**src/rtl/pp_delay_pkg.sv**
```systemverilog
package pp_delay_pkg;

  // Strobes from the control to the datapath, one set per clock cycle.
  typedef struct packed {
    logic [1:0] bankEn;   // bank i takes part in an access this cycle
    logic [1:0] bankWe;   // bank i access is a write (else a read)
    logic       srcBank;  // bank whose held read word feeds the output
    logic       loadOut;  // move the held read word to the output register
    logic       validNow; // the word being loaded is a real delayed word
  } ppStrobe_t;

endpackage

```
**src/rtl/pp_delay_bank.sv**
```systemverilog
module pp_delay_bank #(
  parameter int W     = 32,
  parameter int DEPTH = 8,
  localparam int AW   = (DEPTH > 1) ? $clog2(DEPTH) : 1
) (
  input  logic          clk,
  input  logic          en,
  input  logic          we,
  input  logic [AW-1:0] addr,
  input  logic [W-1:0]  wrData,
  output logic [W-1:0]  rdData
);

  logic [W-1:0] mem [DEPTH];

  // One address port: each enabled cycle is either a write or a read.
  // The read register keeps its value until the next read.
  always_ff @(posedge clk) begin
    if (en) begin
      if (we) begin
        mem[addr] <= wrData;
      end else begin
        rdData <= mem[addr];
      end
    end
  end

endmodule

```
**src/rtl/pp_delay_ctrl.sv**
```systemverilog
module pp_delay_ctrl
  import pp_delay_pkg::*;
#(
  parameter int DELAY = 16,
  localparam int DEPTH = DELAY / 2,
  localparam int AW    = (DEPTH > 1) ? $clog2(DEPTH) : 1,
  localparam int FW    = $clog2(DELAY + 1)
) (
  input  logic          clk,
  input  logic          rstN,
  input  logic          inValid,
  output ppStrobe_t     strobe,
  output logic [AW-1:0] wrAddr,
  output logic [AW-1:0] rdAddr
);

  localparam logic [AW-1:0] ADDR_LAST = AW'(DEPTH - 1);
  localparam logic [FW-1:0] FILL_MAX  = FW'(DELAY);

  logic          sel;      // bank written in this valid cycle
  logic [AW-1:0] addrCnt;  // shared word address of the current pair
  logic [AW-1:0] addrNext;
  logic [FW-1:0] fillCnt;  // valid inputs seen since reset, saturating
  logic          primed;

  assign addrNext = (addrCnt == ADDR_LAST) ? '0 : addrCnt + 1'b1;
  assign primed   = (fillCnt == FILL_MAX);

  always_ff @(posedge clk) begin
    if (!rstN) begin
      sel     <= 1'b0;
      addrCnt <= '0;
      fillCnt <= '0;
    end else if (inValid) begin
      sel <= ~sel;
      if (sel) begin
        addrCnt <= addrNext;
      end
      if (!primed) begin
        fillCnt <= fillCnt + 1'b1;
      end
    end
  end

  // The write of the current word goes to bank sel at the current pair
  // address. The other bank is read for the word needed by the next valid
  // cycle; it sits in the pair after the current one when sel is 1.
  assign wrAddr = addrCnt;
  assign rdAddr = sel ? addrNext : addrCnt;

  always_comb begin
    strobe.bankEn   = inValid ? 2'b11 : 2'b00;
    strobe.bankWe   = inValid ? (sel ? 2'b10 : 2'b01) : 2'b00;
    strobe.srcBank  = sel;
    strobe.loadOut  = inValid;
    strobe.validNow = inValid && primed;
  end


  bank_toggle_chk: assert property (@(posedge clk) disable iff (!rstN)
    inValid |=> (sel == ~$past(sel)));


  bank_hold_chk: assert property (@(posedge clk) disable iff (!rstN)
    !inValid |=> ($stable(sel) && $stable(addrCnt) && $stable(fillCnt)));


  addr_range_chk: assert property (@(posedge clk) disable iff (!rstN)
    (addrCnt <= ADDR_LAST) && (rdAddr <= ADDR_LAST));


  addr_step_chk: assert property (@(posedge clk) disable iff (!rstN)
    (inValid && !sel) |=> $stable(addrCnt));

endmodule

```
**src/rtl/pp_delay_dpath.sv**
```systemverilog
module pp_delay_dpath
  import pp_delay_pkg::*;
#(
  parameter int W     = 32,
  parameter int DEPTH = 8,
  localparam int AW   = (DEPTH > 1) ? $clog2(DEPTH) : 1
) (
  input  logic          clk,
  input  logic          rstN,
  input  ppStrobe_t     strobe,
  input  logic [AW-1:0] wrAddr,
  input  logic [AW-1:0] rdAddr,
  input  logic [W-1:0]  inData,
  output logic          outValid,
  output logic [W-1:0]  outData
);

  logic [W-1:0] bankRd [2];

  for (genvar b = 0; b < 2; b++) begin : g_bank
    logic [AW-1:0] bankAddr;
    assign bankAddr = strobe.bankWe[b] ? wrAddr : rdAddr;

    pp_delay_bank #(
      .W     (W),
      .DEPTH (DEPTH)
    ) bank_i (
      .clk    (clk),
      .en     (strobe.bankEn[b]),
      .we     (strobe.bankWe[b]),
      .addr   (bankAddr),
      .wrData (inData),
      .rdData (bankRd[b])
    );
  end

  // The word read in the previous valid cycle sits in the register of the
  // bank that is being written now, since a write leaves that register alone.
  always_ff @(posedge clk) begin
    if (!rstN) begin
      outValid <= 1'b0;
      outData  <= '0;
    end else begin
      outValid <= strobe.validNow;
      if (strobe.loadOut) begin
        outData <= bankRd[strobe.srcBank];
      end
    end
  end


  bank_excl_chk: assert property (@(posedge clk) disable iff (!rstN)
    strobe.loadOut |-> ((strobe.bankEn == 2'b11) && $onehot0(strobe.bankWe)
                        && ($countones(strobe.bankWe) == 1)));


  bank_idle_chk: assert property (@(posedge clk) disable iff (!rstN)
    !strobe.loadOut |-> ((strobe.bankEn == 2'b00) && (strobe.bankWe == 2'b00)));


  idle_out_chk: assert property (@(posedge clk) disable iff (!rstN)
    !strobe.loadOut |=> (!outValid && $stable(outData)));


  out_follows_chk: assert property (@(posedge clk) disable iff (!rstN)
    outValid |-> $past(strobe.loadOut));

endmodule

```
**src/rtl/pp_delay_line.sv**
```systemverilog
module pp_delay_line
  import pp_delay_pkg::*;
#(
  parameter int DATA_W = 32,
  parameter int DELAY  = 16,
  localparam int DEPTH = DELAY / 2,
  localparam int AW    = (DEPTH > 1) ? $clog2(DEPTH) : 1
) (
  input  logic              clk,
  input  logic              rstN,
  input  logic              inValid,
  input  logic [DATA_W-1:0] inData,
  output logic              outValid,
  output logic [DATA_W-1:0] outData
);

  ppStrobe_t     strobe;
  logic [AW-1:0] wrAddr;
  logic [AW-1:0] rdAddr;

  pp_delay_ctrl #(
    .DELAY (DELAY)
  ) ctrl_i (
    .clk     (clk),
    .rstN    (rstN),
    .inValid (inValid),
    .strobe  (strobe),
    .wrAddr  (wrAddr),
    .rdAddr  (rdAddr)
  );

  pp_delay_dpath #(
    .W     (DATA_W),
    .DEPTH (DEPTH)
  ) dpath_i (
    .clk      (clk),
    .rstN     (rstN),
    .strobe   (strobe),
    .wrAddr   (wrAddr),
    .rdAddr   (rdAddr),
    .inData   (inData),
    .outValid (outValid),
    .outData  (outData)
  );

endmodule

```
**config.mk**
```make
export PLATFORM = sky130hd
export DESIGN_NAME = pp_delay_line
export DESIGN_NICKNAME = d
export VERILOG_FILES = /design/src/rtl/pp_delay_pkg.sv /design/src/rtl/pp_delay_bank.sv /design/src/rtl/pp_delay_ctrl.sv /design/src/rtl/pp_delay_dpath.sv /design/src/rtl/pp_delay_line.sv
export SDC_FILE = /design/constraint.sdc
export NUM_CORES = 1
export LEC_CHECK = 0
export BUFFER_PORTS_ARGS = -buffer_cell sky130_fd_sc_hd__buf_2
export CAP_MARGIN = 10
export CORE_ASPECT_RATIO = 0.9
export CORE_MARGIN = 3
export CORE_UTILIZATION = 58
export DETAILED_ROUTE_END_ITERATION = 10
export HOLD_SLACK_MARGIN = 0.05
export PLACE_DENSITY_LB_ADDON = 0.1
export SETUP_SLACK_MARGIN = 0.02
export SLEW_MARGIN = 0
export SYNTH_ARGS = -nofsm -noshare
export SYNTH_HDL_FRONTEND = slang
export SYNTH_SLANG_ARGS = --single-unit
```
**constraint.sdc**
```tcl
create_clock -name clk -period 13.6 [get_ports clk]
set_input_delay 2.72 -clock clk [delete_from_list [all_inputs] [get_ports clk]]
set_output_delay 2.72 -clock clk [all_outputs]
set_load 0.01 [all_outputs]
```
==> results.sh <==
export IMPL_design_core_area_sq_mm=0.0424
export IMPL_finalHoldViolCount=0
export IMPL_cp_startpoint="ctrl_i.wrAddr[0]"
export IMPL_synth_seq_cells=618
export IMPL_ant_nets=0
export IMPL_p_per_area_mw_per_mm2=141
export IMPL_drive_gt1_share_pct=18.0
export IMPL_syn_inst=1560
export IMPL_async_reset_ff_share_pct=0
export IMPL_cp_end_kind="register"
export IMPL_avgSynthCellArea_sq_um=16.2
export IMPL_max_cap_viol_count=0
export IMPL_timing_final_crit_period_ps=5940
export IMPL_max_freq_mhz=168
export IMPL_holdWs_ps=473
export IMPL_syn_to_final_growth_pct=11.7
export IMPL_slew_violations=0
export IMPL_path_cells="buf_4, buf_4, nor3b_4, nor2_4, buf_4, nand2_1, nor3_2, buf_4"
export IMPL_setup_tns_final_ps=0
export IMPL_syn_area_sq_mm=0.0253
export IMPL_initial_utilization_pct=59.6
export IMPL_cp_top_family="buffers and inverters"
export IMPL_cts_buffers=58
export IMPL_die_h_microns=204
export IMPL_ys_seq_area_share_pct=71.8
export IMPL_crit_slowest_cell="buf_4"
export IMPL_nets=1649
export IMPL_gp_congestion=0.783
export IMPL_die_area_sq_mm=0.0461
export IMPL_clock_sinks=618
export IMPL_num_io_pins=68
export IMPL_clock_power_share_pct=39.9
export IMPL_clk_pin_slew_ps=60
export IMPL_cp_start_kind="register"
export IMPL_rsz0062_at_grt="no"
export IMPL_n_fill_cell=2892
export IMPL_ff2ff_setup_slack_ps=7660
export IMPL_p_seq_share_pct=53.7
export IMPL_max_slew_margin_pct=20.4
export IMPL_finClkSkew_ps=11.8
export IMPL_power_static_leakage_nw=9.79
export IMPL_crit_path_max_fanout=112
export IMPL_power_frac_comb_pct=6.4
export IMPL_grt_max_degree=113
export IMPL_slowest_delay_ps=1020
export IMPL_gr_total_overflow=0
export IMPL_clock_root_buffer="clkbuf_16"
export IMPL_clock_latency_ps=610
export IMPL_grt_total_usage_pct=26.2
export IMPL_worstPathRequired_ps=13870
export IMPL_grt_first_pass_wirelength_mm=89.5
export IMPL_endpoint="dpath_i.g_bank[0].bank_i.mem[4][6]"
export IMPL_yosys_top_cells_area="edfxtp_1 68%, mux2i_1 6.5%, a221o_1 5.1%"
export IMPL_dr_pass1_iters=5
export IMPL_crit_buf_inv=4
export IMPL_antenna_found_initial=1
export IMPL_critPathKind="register to register"
export IMPL_numPortBuffers=67
export IMPL_setup_viol=0
export IMPL_drtIter0Drc=1637
export IMPL_ctsHoldBuffers=0
export IMPL_path_common_cell="buf_4"
export IMPL_viasPerCell=6.62
export IMPL_rows=71
export IMPL_hold_path_class="register to register"
export IMPL_rr_worst_depth=8
export IMPL_synth_edf_count=576
export IMPL_h_tree_depth=2
export IMPL_crit_cells=8
export IMPL_period_share_pct=43.7
export IMPL_synth_top_area_share_pct=68.4
export IMPL_grt_pass1_vias=14490
export IMPL_yosys_most_used_dff="edfxtp_1"
export IMPL_status="finished clean"
export IMPL_r2r_end="dpath_i.g_bank[0].bank_i.mem[4][6]"
export IMPL_synth_nets=1600
export IMPL_routed_wl_mm=59.8
export IMPL_p_switching_mw=0.856
export IMPL_dpl_cell_area_sq_mm=0.0264
export IMPL_ir_drop_uv=117
export IMPL_yosysWarnings=0
export IMPL_reg2reg_from="ctrl_i.wrAddr[0]"
export IMPL_final_util_pct=66.6
export IMPL_internal_power_mw=3.12
export IMPL_vias=14594
export IMPL_cp_arrival_ps=6210
export IMPL_tightest_slew_ps=1190
export IMPL_synth_top_cell_by_area="edfxtp_1"
export IMPL_drc=0
export IMPL_synthDistinctLibCells=36
export IMPL_cts_resized=0
export IMPL_finalInstanceArea_sq_mm=0.0282
export IMPL_clockBufferDepth=3
export IMPL_die_w_microns=226
export IMPL_cts_tree="built"
export IMPL_swShare_pct=21.6
export IMPL_place_hpwl_mm=33.8
export IMPL_post_cts_buffers=0
export IMPL_wl_per_cell_microns=27.1
-- cells by family after synthesis --
family	count (synthesis)	synth area share (%)
DFF	618	71.8
AOI/OAI and AO/OA	359	10.8
muxes	230	10.9
and+or+nand+nor	219	4.13
buffers and inverters	125	2.05
adders and majority gates	5	0.248
xor gates and xnor gates	4	0.139
-- cell type report --
type / count / area, sq um / area share, %
sequential: 618 / 18100 / 64.3
clock buffer: 66 / 1500 / 5.32
timing repair buffer: 111 / 704 / 2.50
tap: 547 / 684 / 2.42
antenna: 1 / 2.50 / 0.00886
multi-input combinational: 817 / 6840 / 24.2
inverter: 3 / 11.3 / 0.0399
clock inverter: 41 / 348 / 1.23
-- flip-flops by register name, summed over array words and instances (netlist names) --
| name | count |
|---|---|
| ctrl_i.fillCnt | 5 |
| ctrl_i.sel | 1 |
| ctrl_i.wrAddr | 3 |
| dpath_i.g_bank.bank_i.mem | 512 |
| dpath_i.g_bank.bank_i.rdData | 64 |
| dpath_i.outData | 32 |
| dpath_i.outValid | 1 |
-- cells in the final DEF, fill, tap and decap left out, drive strengths merged, types with 2 or more instances in the layout --
cell and n:
and2 4, ha 5, a21boi 4, or3b 2, bufinv 6, nand4 2
clkbuf 66, a221o 128, mux2i 164, nor2 11, clkinv 32, edfxtp 576
clkinvlp 2, xnor2 4, nand3 34, dfxtp 42, o21ai 32, o211a 32
nor3 9, inv 4, mux2 34, mux4 32, nor3b 2, o2111ai 32
nand2 109, buf 111, nor2b 5, a21oi 129, nand2b 37
-- worst min-delay path by stage --
stage	from	end	depth (start not counted)
global route	dpath_i.outData[13]	dpath_i.outData[13]	1
detailed placement	dpath_i.outData[3]	dpath_i.outData[3]	1
CTS	dpath_i.outData[1]	dpath_i.outData[1]	1
finish	dpath_i.outData[12]	dpath_i.outData[12]	1
floorplan	ctrl_i.fillCnt[1]	ctrl_i.fillCnt[1]	2
global placement	dpath_i.outData[13]	dpath_i.outData[13]	1
-- worst register-to-register path, stage by stage (launching register included) --
cell,delay (ps)
dfxtp_4,340
buf_4,710
buf_4,1020
nor3b_4,120
nor2_4,770
buf_4,770
nand2_1,390
nor3_2,970
buf_4,480
-- metal layers --
metal / GRT usage [%] / routed length [microns]
met1: 37.3 / 24700
met2: 42.0 / 28600
met3: 4.06 / 4670
met4: 8.82 / 1750
met5: 0 / 0
-- power by group through the flow --
stage	registers [mW]	logic (mW)	clock network, mW
global placement	2.17	0.244	0
detailed placement	2.17	0.252	0
CTS	2.13	0.253	1.61
global route	2.14	0.272	1.69
finish	2.13	0.252	1.59
floorplan	2.17	0.161	0
-- stage by stage --
stage                     cells  setup slack, ps  power (mW)
after CTS                  2202             7370        3.99
after detailed placement   2095             7390        2.43
after global placement     2093             7550        2.42
after global routing       2204             7220        4.09
after floorplan            1560             5980        2.33
final                      2204             7660        3.97
-- cells in the mapped netlist, types with 5 or more instances --
library cell / number
dfxtp_1: 42
ha_1: 5
clkbuf_1: 89
nor3_1: 9
buf_1: 10
mux2i_1: 164
nor2_1: 11
buf_2: 19
a21oi_1: 129
edfxtp_1: 576
nand2_1: 109
mux2_2: 34
o2111ai_1: 32
nor2b_1: 5
o21ai_0: 32
nand2b_1: 37
nand3_1: 34
mux4_2: 32
o211a_1: 32
a221o_1: 128
(Power assumes the default switching activity.)
